**src/rtl/cfgs_pkg.sv**
```systemverilog
package cfgs_pkg;
    localparam logic [31:0] SYNC_MARK = 32'hAA995566;
    localparam int          ADDR_W    = 5;
    localparam int          CNT_W     = 27;

    localparam logic [2:0] PKT_SHORT = 3'b001;
    localparam logic [2:0] PKT_LONG  = 3'b010;

    localparam logic [1:0] OPC_NOP   = 2'b00;
    localparam logic [1:0] OPC_READ  = 2'b01;
    localparam logic [1:0] OPC_WRITE = 2'b10;

    localparam logic [ADDR_W-1:0] RA_CHK   = 5'd0;
    localparam logic [ADDR_W-1:0] RA_PTR   = 5'd1;
    localparam logic [ADDR_W-1:0] RA_FDATA = 5'd2;
    localparam logic [ADDR_W-1:0] RA_CMD   = 5'd4;
    localparam logic [ADDR_W-1:0] RA_IDENT = 5'd12;
    localparam logic [ADDR_W-1:0] RA_NONE  = 5'd31;

    localparam logic [31:0] CRC_POLY = 32'h82F63B78;

    typedef struct packed {
        logic              vld;
        logic [ADDR_W-1:0] addr;
        logic [31:0]       data;
    } reg_wr_t;

    typedef enum logic {M_HDR = 1'b0, M_DATA = 1'b1} pkt_mode_e;
endpackage

```
**src/rtl/cfgs_aligner.sv**
```systemverilog
module cfgs_aligner
    import cfgs_pkg::*;
(
    input  logic        clk,
    input  logic        rst_n,
    input  logic        in_vld,
    input  logic [7:0]  in_byte,
    output logic        synced,
    output logic        word_vld,
    output logic [31:0] word
);
    typedef struct packed {
        logic        synced;
        logic [31:0] shreg;
        logic [1:0]  bcnt;
        logic        wvld;
        logic [31:0] word;
    } al_t;

    al_t q, d;
    logic [31:0] window;

    always_comb begin
        d      = q;
        d.wvld = 1'b0;
        window = {q.shreg[23:0], in_byte};
        if (in_vld) begin
            d.shreg = window;
            if (!q.synced) begin
                if (window == SYNC_MARK) begin
                    d.synced = 1'b1;
                    d.bcnt   = 2'd0;
                end
            end else begin
                d.bcnt = q.bcnt + 2'd1;
                if (q.bcnt == 2'd3) begin
                    d.wvld = 1'b1;
                    d.word = window;
                end
            end
        end
    end

    always_ff @(posedge clk) begin
        if (!rst_n) q <= '0;
        else        q <= d;
    end

    assign synced   = q.synced;
    assign word_vld = q.wvld;
    assign word     = q.word;
endmodule

```
**src/rtl/cfgs_pkt_fsm.sv**
```systemverilog
module cfgs_pkt_fsm
    import cfgs_pkg::*;
(
    input  logic        clk,
    input  logic        rst_n,
    input  logic        word_vld,
    input  logic [31:0] word,
    output reg_wr_t     wr
);
    localparam int SHORT_CNT_W = 11;

    typedef struct packed {
        pkt_mode_e         mode;
        logic [CNT_W-1:0]  remain;
        logic [ADDR_W-1:0] tgt;
        logic [ADDR_W-1:0] last_short;
        reg_wr_t           wr;
    } fsm_t;

    fsm_t q, d;
    logic [2:0]             kind;
    logic [1:0]             opc;
    logic [ADDR_W-1:0]      hdr_addr;
    logic [SHORT_CNT_W-1:0] short_cnt;
    logic [CNT_W-1:0]       long_cnt;

    assign kind      = word[31:29];
    assign opc       = word[28:27];
    assign hdr_addr  = word[17:13];
    assign short_cnt = word[SHORT_CNT_W-1:0];
    assign long_cnt  = word[CNT_W-1:0];

    always_comb begin
        d        = q;
        d.wr.vld = 1'b0;
        if (word_vld) begin
            if (q.mode == M_HDR) begin
                case (kind)
                    PKT_SHORT: begin
                        d.last_short = hdr_addr;
                        if (opc == OPC_WRITE && short_cnt != '0) begin
                            d.mode   = M_DATA;
                            d.remain = CNT_W'(short_cnt);
                            d.tgt    = hdr_addr;
                        end
                    end
                    PKT_LONG: begin
                        if (opc == OPC_WRITE && long_cnt != '0) begin
                            d.mode   = M_DATA;
                            d.remain = long_cnt;
                            d.tgt    = q.last_short;
                        end
                    end
                    default: ;
                endcase
            end else begin
                d.wr.vld  = 1'b1;
                d.wr.addr = q.tgt;
                d.wr.data = word;
                d.remain  = q.remain - CNT_W'(1);
                if (q.remain == CNT_W'(1)) d.mode = M_HDR;
            end
        end
    end

    always_ff @(posedge clk) begin
        if (!rst_n) begin
            q            <= '0;
            q.last_short <= RA_NONE;
        end else begin
            q <= d;
        end
    end

    assign wr = q.wr;
endmodule

```
**src/rtl/cfgs_crc32c.sv**
```systemverilog
module cfgs_crc32c
    import cfgs_pkg::*;
(
    input  logic [31:0]       crc_in,
    input  logic [ADDR_W-1:0] addr,
    input  logic [31:0]       data,
    output logic [31:0]       crc_out
);
    localparam int MSG_W = ADDR_W + 32;

    logic [MSG_W-1:0] msg;
    logic [31:0]      st [0:MSG_W];

    assign msg   = {addr, data};
    assign st[0] = crc_in;

    for (genvar g = 0; g < MSG_W; g++) begin : g_bit
        logic fb;
        assign fb        = st[g][0] ^ msg[g];
        assign st[g + 1] = {1'b0, st[g][31:1]} ^ (fb ? CRC_POLY : 32'h0);
    end

    assign crc_out = st[MSG_W];
endmodule

```
**src/rtl/cfg_packet_engine.sv**
```systemverilog
module cfg_packet_engine
    import cfgs_pkg::*;
#(
    parameter logic [31:0] DEV_ID      = 32'h0A1B2C3D,
    parameter int          FAR_W       = 4,
    parameter int          FRAME_WORDS = 4,
    parameter int          CMD_W       = 5,
    localparam int         IDX_W       = (FRAME_WORDS > 1) ? $clog2(FRAME_WORDS) : 1,
    localparam int         FM_ADDR_W   = FAR_W + IDX_W
) (
    input  logic                 clk,
    input  logic                 rst_n,
    input  logic                 in_vld,
    input  logic [7:0]           in_byte,
    output logic                 synced,
    output logic                 fm_we,
    output logic [FM_ADDR_W-1:0] fm_addr,
    output logic [31:0]          fm_wdata,
    output logic [CMD_W-1:0]     cmd_value,
    output logic                 crc_error,
    output logic                 id_mismatch
);
    localparam logic [IDX_W-1:0] IDX_LAST = IDX_W'(FRAME_WORDS - 1);

    logic        word_vld;
    logic [31:0] word;
    reg_wr_t     wr;
    logic [31:0] crc_next;

    typedef struct packed {
        logic [CMD_W-1:0]     cmd;
        logic [FAR_W-1:0]     far;
        logic [IDX_W-1:0]     idx;
        logic                 id_ok;
        logic                 id_err;
        logic [31:0]          crc;
        logic                 crc_err;
        logic                 fm_we;
        logic [FM_ADDR_W-1:0] fm_addr;
        logic [31:0]          fm_data;
    } eng_t;

    eng_t q, d;

    cfgs_aligner u_align (
        .clk      (clk),
        .rst_n    (rst_n),
        .in_vld   (in_vld),
        .in_byte  (in_byte),
        .synced   (synced),
        .word_vld (word_vld),
        .word     (word)
    );

    cfgs_pkt_fsm u_fsm (
        .clk      (clk),
        .rst_n    (rst_n),
        .word_vld (word_vld),
        .word     (word),
        .wr       (wr)
    );

    cfgs_crc32c u_crc (
        .crc_in  (q.crc),
        .addr    (wr.addr),
        .data    (wr.data),
        .crc_out (crc_next)
    );

    always_comb begin
        d       = q;
        d.fm_we = 1'b0;
        if (wr.vld) begin
            if (wr.addr != RA_CHK) d.crc = crc_next;
            case (wr.addr)
                RA_CHK: begin
                    if (wr.data == q.crc) begin
                        d.crc_err = 1'b0;
                        d.crc     = '0;
                    end else begin
                        d.crc_err = 1'b1;
                    end
                end
                RA_PTR: begin
                    d.far = wr.data[FAR_W-1:0];
                    d.idx = '0;
                end
                RA_FDATA: begin
                    if (q.id_ok) begin
                        d.fm_we   = 1'b1;
                        d.fm_addr = FM_ADDR_W'(q.far) * FM_ADDR_W'(FRAME_WORDS)
                                  + FM_ADDR_W'(q.idx);
                        d.fm_data = wr.data;
                        if (q.idx == IDX_LAST) begin
                            d.idx = '0;
                            d.far = q.far + FAR_W'(1);
                        end else begin
                            d.idx = q.idx + IDX_W'(1);
                        end
                    end
                end
                RA_CMD: d.cmd = wr.data[CMD_W-1:0];
                RA_IDENT: begin
                    d.id_ok  = (wr.data == DEV_ID);
                    d.id_err = (wr.data != DEV_ID);
                end
                default: ;
            endcase
        end
    end

    always_ff @(posedge clk) begin
        if (!rst_n) q <= '0;
        else        q <= d;
    end

    assign fm_we       = q.fm_we;
    assign fm_addr     = q.fm_addr;
    assign fm_wdata    = q.fm_data;
    assign cmd_value   = q.cmd;
    assign crc_error   = q.crc_err;
    assign id_mismatch = q.id_err;
endmodule

```
**config.mk**
```make
export PLATFORM = sky130hd
export DESIGN_NAME = cfg_packet_engine
export DESIGN_NICKNAME = d
export VERILOG_FILES = /design/src/rtl/cfgs_pkg.sv /design/src/rtl/cfgs_aligner.sv /design/src/rtl/cfgs_pkt_fsm.sv /design/src/rtl/cfgs_crc32c.sv /design/src/rtl/cfg_packet_engine.sv
export SDC_FILE = /design/constraint.sdc
export NUM_CORES = 1
export LEC_CHECK = 0
export ABC_AREA = 1
export BUFFER_PORTS_ARGS = -buffer_cell sky130_fd_sc_hd__buf_2
export CAP_MARGIN = 15
export CORE_UTILIZATION = 66
export CTS_BUF_LIST = sky130_fd_sc_hd__clkbuf_4
export DETAILED_ROUTE_END_ITERATION = 7
export PLACE_DENSITY = 0.84
export SYNTH_ARGS = -nofsm -noshare
export SYNTH_HDL_FRONTEND = slang
export SYNTH_SLANG_ARGS = --single-unit
```
**constraint.sdc**
```tcl
create_clock -name clk -period 6 [get_ports clk]
set_input_delay 0.3 -clock clk [delete_from_list [all_inputs] [get_ports clk]]
set_output_delay 0.3 -clock clk [all_outputs]
set_load 0.03 [all_outputs]
```
==> results of run 1 <==
==> per-layer routing <==
metal	routed length, microns	vias to the layer above	GRT usage (%)
met2	27970	1138	71.55
met4	4450	0	29.83
met5	0	-	0
met1	23490	8979	52.69
li1	-	9187	-
met3	6485	297	10.31
==> power by group through the flow <==
| stage | clock network (mW) | registers [mW] | logic (mW) |
|---|---|---|---|
| 6_report | 1.19 | 1.49 | 0.0695 |
| 4_1_cts | 1.18 | 1.49 | 0.0658 |
| 2_1_floorplan | 0 | 1.52 | 0.0430 |
| 3_3_place_gp | 0 | 1.52 | 0.0590 |
| 3_5_place_dp | 0 | 1.52 | 0.0615 |
| 5_1_grt | 1.26 | 1.49 | 0.0750 |
==> stage by stage <==
step	hold WS [ps]	area, sq um	std cells	setup TNS (ps)	power (mW)
global route	103.7	19110	3245	-222.8	2.819
CTS	72.43	18600	3212	0	2.737
floorplan	434.9	17630	2810	0	1.560
global placement	454.0	17860	3113	0	1.579
finish	101.8	19110	3245	0	2.746
detailed placement	466.4	17860	3113	-180.7	1.582
==> state kept, by name (all words and copies together) (netlist names) <==
| signal | count |
|---|---|
| u_align.word_vld | 1 |
| u_fsm.q | 38 |
| cmd_value | 5 |
| u_align.synced | 1 |
| fm_addr | 6 |
| fm_we | 1 |
| q | 39 |
| u_fsm.wr | 38 |
| crc_error | 1 |
| u_align.q | 26 |
| id_mismatch | 1 |
| fm_wdata | 32 |
| u_align.word | 32 |
==> critical path: cells and delay by family (launching register included) <==
kind                   cells  cell delay (ps)
AND/OR/NAND/NOR           42             4420
AO/OA/AOI/OAI              1              150
flip-flops                 1              410
buffers and inverters      6              600
==> layout make-up <==
cell class,count,area share (%)
multi-input cells,2165,60.37
flip-flops and latches,221,23.22
inverters,291,5.834
repair buffers,141,5.035
clock buffers,74,2.907
well taps,335,2.193
clock inverters,17,0.4256
diodes,1,0.01309
==> worst max-delay path by stage <==
stage	start	to
4_1_cts	u_fsm.wr[0]	q[49]
5_1_grt	u_fsm.wr[5]	q[49]
2_1_floorplan	u_fsm.wr[2]	q[56]
3_5_place_dp	u_fsm.wr[0]	q[57]
3_3_place_gp	u_fsm.wr[0]	q[57]
6_report	u_fsm.wr[0]	q[49]
==> cell families (layout without fill, tap and decap cells) <==
logic type | count (synthesis) | after routing | share of synthesized area [%]
adders and majority gates | 5 | 5 | 0.3548
and+or+nand+nor | 1523 | 1524 | 40.29
buffers and inverters | 425 | 523 | 10.98
xor gates and xnor gates | 206 | 206 | 10.42
AOI/OAI and AO/OA | 430 | 430 | 12.86
DFF | 221 | 221 | 25.09
other | 0 | 1 | 0
==> layout by cell type (no fill, tap or decap), types with 26 or more instances in the layout <==
cell type                    n
sky130_fd_sc_hd__nor3_1     28
sky130_fd_sc_hd__clkbuf_4   74
sky130_fd_sc_hd__nand2_1   789
sky130_fd_sc_hd__o21ai_0   197
sky130_fd_sc_hd__a21oi_1   180
sky130_fd_sc_hd__dfxtp_1   214
sky130_fd_sc_hd__nand2_4    58
sky130_fd_sc_hd__buf_2      56
sky130_fd_sc_hd__nand3_2    26
sky130_fd_sc_hd__inv_2      49
sky130_fd_sc_hd__nand2_2   104
sky130_fd_sc_hd__xor2_1    167
sky130_fd_sc_hd__inv_1     228
sky130_fd_sc_hd__nor2_1    140
sky130_fd_sc_hd__nand3_1   301
sky130_fd_sc_hd__xnor2_1    33
sky130_fd_sc_hd__buf_4      73
==> timing repair <==
| item | CTS | global route |
|---|---|---|
| pin swaps | 0 | 12 |
| gates cloned | 0 | 1 |
| endpoints found under the hold margin | 15 | 0 |
| setup buffers | 0 | 30 |
| hold buffers | 8 | 0 |
| setup endpoints to repair | 21 | 30 |
| gates resized for setup | 3 | 62 |
==> reports/results.md, run 1 <==
| Stage | Metric | Value |
|:---|:---|:---|
| cts | Reg clk slew, reported paths | 80 ps |
| hold path | Critical hold path startpoint | in_vld |
| finish | Post-layout util | 73.13% |
| synth | FFs w/ async S/R, synth | 0% |
| synth | Count of yosys warnings during synthesis | 0 |
| global routing | Total grt overflow | 0 |
| power | Power per cell area | 143.7 mW/mm^2 |
| floorplan | Ports | 58 |
| global routing | Total global-route track usage | 44.49% |
| synth | Cell type contributing the most total cell area after synthesis | sky130_fd_sc_hd__dfxtp_1 |
| sta | Max-slew violations | 0 |
| critical path | Most Frequent Cell on Critical Path | sky130_fd_sc_hd__nand2_2 |
| outcome | Outcome | finished, final reports clean |
| finish | Fraction of layout instances using a drive strength above 1 | 17.15% |
| sta | Crit path time final | 5741 ps |
| synth | Synthesized netlist net count | 2,826 |
| sta | Final hold viol count | 0 |
| cts | Bufs on Longest Clock Path | 3 |
| critical path | Maximum net fanout on the critical path | 14 |
| synth | Leading cell types by total area after synthesis | sky130_fd_sc_hd__dfxtp_1, sky130_fd_sc_hd__nand2_1, sky130_fd_sc_hd__nand3_1 |
| floorplan | Number of core rows | 59 |
| synth | Synth Register Bits | 221 |
| drt | Avg WL per Cell | 19.23 microns |
| power | Maximum resistive drop on vdd | 280.2 uV |
| sta | Final cycle utilization of the critical path | 95.68% |
| global routing | Number of global-route vias before repair | 17.63k |
| power | Fraction of power consumed by combinational cells | 2.5% |
| finish | Area grow syn2layout | 8.365% |
| hold path | Instance count along the most critical hold path | 3 |
| synth | Cells after Synth | 2,810 |
| power | Relative contribution of sequential cells to total power | 54.1% |
| drt | Total via count in the routed design | 19.60k |
| synth | Dominant synthesized flop cell | sky130_fd_sc_hd__dfxtp_1 |
| power | Cell-internal power | 2.068 mW |
| power | Reported net switching power | 0.6781 mW |
| floorplan | Die area | 0.02738 sq mm |
| cts | Insertion delay of the later-clocked pin in the worst-skew pair | 700 ps |
| hold path | Classification of the worst-slack hold path | primary input to flip-flop |
| synth | Count of flip-flops with a built-in enable after synthesis | 0 |
| finish | Filler cell count in the final layout | 2,188 |
| sta | Transition at the pin with the smallest max-transition slack | 1029 ps |
| synth | Sequential cell area fraction in the yosys report | 25.09% |
| finish | Combined flip-flop and latch cell area | 0.004438 sq mm |
| place | HPWL after detailed placement | 47,210 microns |
| cts | Number of buffers created by CTS | 52 |
| sta | Achievable frequency | 174.2 MHz |
| drt | Detailed router's first-iteration violation count | 2,270 |
| critical path | Number of cell instances on the worst register-to-register path | 49 |
| synth | Synthesized area | 0.01763 sq mm |
| critical path | Critical Path Source Type | flip-flop |
| drt | Residual DRC | 0 |
| critical path | Reg-to-reg critical path endpoint | q[49] |
| place | Placer's final routability congestion estimate | 1.056 |
| cts | Total clock sinks | 221 |
| global routing | Maximum number of pins on one net before global-route repair | 115 |
| critical path | Slowest library cell on the worst path | sky130_fd_sc_hd__dfxtp_4 |
| floorplan | Effective utilization at floorplan | 67.48% |
| place | Number of port buffers | 57 |
| synth | Most repeated cell in the gate-level netlist after synthesis | sky130_fd_sc_hd__nand2_1 |
| sta | Post-route clock skew | 60.29 ps |
| floorplan | Die outline height | 165.5 microns |
| power | Pleak | 9.534 nW |
| critical path | Stage delay of the slowest cell on the critical path | 410 ps |
| global routing | Number of antenna violations at the first check in global routing | 1 |
| power | Switching power share of the total | 24.70% |
| run | Total of max-cap violations | 0 |
| hold path | Worst min-delay path endpoint | u_align.q[34] |
| sta | Worst setup slack after layout | 259.5 ps |
| floorplan | Die span in x | 165.5 microns |
| drt | Detailed-route wire length | 62,390 microns |
| critical path | CP Capture Type | flip-flop |
| critical path | Class of the most critical setup path | flip-flop to flip-flop |
| synth | Ranking of synthesized cells by instance count | sky130_fd_sc_hd__nand2_1, sky130_fd_sc_hd__nand3_1, sky130_fd_sc_hd__inv_1 |
| cts | Number of H-tree levels | 2 |
| critical path | R2R setup slack | 260 ps |
| synth | Number of distinct library cells after synthesis | 52 |
| power | Clock network fraction of total power | 43.3% |
| finish | # nets final | 2,888 |
| sta | Setup Viol. Count Final | 0 |
| sta | Slew Limit Headroom | 31.00% |
| cts | CTS tree | yes |
| critical path | Arrival time of the worst setup path | 6320 ps |
| critical path | Endpoint required time on the critical path | 6580 ps |
| synth | Share of the synthesized area in the top cell type | 25.09% |
| drt | Remaining antenna violation count | 0 |
| floorplan | Floorplan Core Area | 0.02613 sq mm |
| finish | Multi-input logic area | 0.01154 sq mm |
| synth | Mean cell area of the mapped netlist | 6.276 sq um |
| drt | Drt pass-1 iters | 6 |
| drt | Vias per cell | 6.040 |
| global routing | Global-route wire length before repair | 93,350 microns |
| cts | Library cell used as clock root buffer | sky130_fd_sc_hd__clkbuf_4 |
| place | Pre-CTS worst setup slack | -66.30 ps |
| critical path | Crit Reg-Reg Startpoint | u_fsm.wr[0] |
Power figures use the tool's default switching activity.
==> inputs of run 2 (changes only) <==
CORE_ASPECT_RATIO = 2   (was unset)
REMOVE_ABC_BUFFERS = 1   (was unset)
==> reports/results.md, run 2 (same netlist as run 1, synthesis figures left out) <==
| Stage | Metric | Value | Change |
|:---|:---|:---|:---|
| critical path | Arrival time of the worst setup path | 6400 ps | was 6320 ps |
| global routing | Maximum number of pins on one net before global-route repair | 97 | was 115 |
| sta | Achievable frequency | 174.0 MHz | was 174.2 MHz |
| cts | CTS tree | yes | unchanged |
| cts | Bufs on Longest Clock Path | 3 | unchanged |
| floorplan | Die area | 0.02742 sq mm | was 0.02738 sq mm |
| sta | Worst setup slack after layout | 251.7 ps | was 259.5 ps |
| cts | Total clock sinks | 221 | unchanged |
| global routing | Global-route wire length before repair | 108,300 microns | was 93,350 microns |
| drt | Drt pass-1 iters | 7 | was 6 |
| place | Placer's final routability congestion estimate | 1.107 | was 1.056 |
| finish | Cell area after layout | 0.01988 sq mm | was 0.01911 sq mm |
| global routing | Number of antenna violations at the first check in global routing | 6 | was 1 |
| drt | Vias per cell | 6.184 | was 6.040 |
| drt | Avg WL per Cell | 21.50 microns | was 19.23 microns |
| floorplan | Floorplan Core Area | 0.02628 sq mm | was 0.02613 sq mm |
| sta | Crit path time final | 5748 ps | was 5741 ps |
| critical path | Critical Path Stages | 44 | was 49 |
| hold path | Classification of the worst-slack hold path | primary input to flip-flop | unchanged |
| drt | Residual DRC | 0 | unchanged |
| critical path | Class of the most critical setup path | flip-flop to flip-flop | unchanged |
| drt | Detailed-route wire length | 71,090 microns | was 62,390 microns |
| hold path | Instance count along the most critical hold path | 3 | unchanged |
| place | Number of port buffers | 57 | unchanged |
| place | HPWL after detailed placement | 52,350 microns | was 47,210 microns |
| finish | Combined flip-flop and latch cell area | 0.004442 sq mm | was 0.004438 sq mm |
| power | Power per cell area | 138.4 mW/mm^2 | was 143.7 mW/mm^2 |
| cts | Insertion delay of the later-clocked pin in the worst-skew pair | 720 ps | was 700 ps |
| place | Placement Cell Area | 0.01829 sq mm | was 0.01786 sq mm |
| cts | Number of buffers created by CTS | 47 | was 52 |
| sta | Final cycle utilization of the critical path | 95.80% | was 95.68% |
| critical path | Buffers plus inverters on the worst setup path | 7 | was 6 |
| floorplan | Number of core rows | 84 | was 59 |
| power | Total Power Consumption | 2.751 mW | was 2.746 mW |
| finish | Register bank with the most flops | q | unchanged |
| critical path | Maximum net fanout on the critical path | 12 | was 14 |
| sta | Setup Viol. Count Final | 0 | unchanged |
| cts | Reg clk slew, reported paths | 70 ps | was 80 ps |
| finish | # nets final | 2,942 | was 2,888 |
| sta | RSZ-0062 raised after global routing | yes |  |
| sta | Transition at the pin with the smallest max-transition slack | 1386 ps | was 1029 ps |
| sta | Final hold viol count | 0 | unchanged |
| cts | Number of H-tree levels | 2 | unchanged |
| power | Maximum resistive drop on vdd | 250.5 uV | was 280.2 uV |
| sta | Max-slew violations | 0 | unchanged |
| critical path | Number of cell instances on the worst register-to-register path | 44 | was 49 |
| global routing | Total global-route track usage | 51.52% | was 44.49% |
| drt | Remaining antenna violation count | 0 | unchanged |
| finish | Area grow syn2layout | 12.71% | was 8.365% |
| finish | Fraction of layout instances using a drive strength above 1 | 19.88% | was 17.15% |
| critical path | Slowest library cell on the worst path | sky130_fd_sc_hd__dfxtp_2 | was sky130_fd_sc_hd__dfxtp_4 |
| cts | Library cell used as clock root buffer | sky130_fd_sc_hd__clkbuf_4 | unchanged |
| sta | Post-route clock skew | 46.42 ps | was 60.29 ps |
| critical path | Category of cells accounting for the largest share of critical-path delay | simple AND/OR/NAND/NOR gates | unchanged |
| critical path | Endpoint required time on the critical path | 6650 ps | was 6580 ps |
| critical path | Critical Path Source Type | flip-flop | unchanged |
| drt | Total via count in the routed design | 20.45k | was 19.60k |
| critical path | CP Capture Type | flip-flop | unchanged |
| critical path | Stage delay of the slowest cell on the critical path | 370 ps | was 410 ps |
| finish | Filler cell count in the final layout | 2,123 | was 2,188 |
| floorplan | Die span in x | 117.6 microns | was 165.5 microns |
| global routing | Number of global-route vias before repair | 19.39k | was 17.63k |
| floorplan | Ports | 58 | unchanged |
| finish | Largest register FFs | 39 | unchanged |
| floorplan | Die outline height | 233.2 microns | was 165.5 microns |
| power | Pleak | 9.889 nW | was 9.534 nW |
| finish | Multi-input logic area | 0.01180 sq mm | was 0.01154 sq mm |
| critical path | Most Frequent Cell on Critical Path | sky130_fd_sc_hd__nand2_1 | was sky130_fd_sc_hd__nand2_2 |
| finish | Commonest non-fill, non-tap cell in the layout | sky130_fd_sc_hd__nand2_1 | unchanged |
| outcome | Outcome | finished, final reports clean | unchanged |
| run | Total of max-cap violations | 0 | unchanged |
| global routing | Total grt overflow | 0 | unchanged |
| sta | Slew Limit Headroom | 6.758% | was 31.00% |
| finish | Highest-count cells in the layout ignoring fill and taps | sky130_fd_sc_hd__nand2_1, sky130_fd_sc_hd__nand3_1, sky130_fd_sc_hd__inv_1 | unchanged |
| place | Pre-CTS worst setup slack | -141.9 ps | was -66.30 ps |
| floorplan | Effective utilization at floorplan | 67.11% | was 67.48% |
| drt | Detailed router's first-iteration violation count | 1,961 | was 2,270 |
run 2: final cells by class:
cell class / count / share of cell area [%]
Sequential cell: 221 / 22.35
Clock inverter: 13 / 0.4281
Inverter: 291 / 5.622
Tap cell: 344 / 2.166
Antenna cell: 5 / 0.06295
Timing Repair Buffer: 199 / 7.454
Clock buffer: 68 / 2.568
Multi-Input combinational cell: 2166 / 59.35
run 2: metrics by stage:
step / utilization, % / hold WS, ps / std cells / TNS [ps]
after floorplan: - / 397.6 / 2676 / 0
after global placement: 69.62 / 450.6 / 3170 / -187.9
final: 75.64 / 129.1 / 3307 / 0
after CTS: 72.28 / 108.5 / 3259 / 0
after detailed placement: 69.62 / 488.8 / 3170 / -1737
after global routing: 75.61 / 117.7 / 3304 / -3973
run 2: worst paths after layout:
path / slack [ps] / startpoint / end
hold reg to reg: 500 / id_mismatch / id_mismatch
hold / removal: 130 / in_vld / u_align.q[34]
setup / recovery: 250 / u_fsm.wr[0] / q[51]
setup reg to reg: 250 / u_fsm.wr[0] / q[51]
run 2: power breakdown:
group          total (mW)  switching (mW)  internal [mW]
registers            1.49          0.0111           1.48
logic              0.0739          0.0542         0.0197
clock network        1.19           0.626          0.565
total                2.75           0.691           2.06
run 2: metal layers:
metal  GRT usage (%)  up-vias  wire [microns]
met1           45.08     9120           21380
met5               0        -               0
li1                -     9311               -
met2           85.67     1334           32810
met3           16.99      684            6189
met4           62.38        0           10720
run 2: what timing repair did:
action / CTS / global route
endpoints found under the hold margin: 14 / 0
buffers inserted: 0 / 41
gates resized for setup: 5 / 123
setup endpoints to repair: 25 / 31
pin swaps: 0 / 25
gates cloned: 0 / 2
hold buffers: 8 / 0
run 2: worst min-delay path, delay by kind of cell:
kind | cells | cell delay, ps
compound gates | 1 | 80
buf+inv | 1 | 250
simple gates | 1 | 150
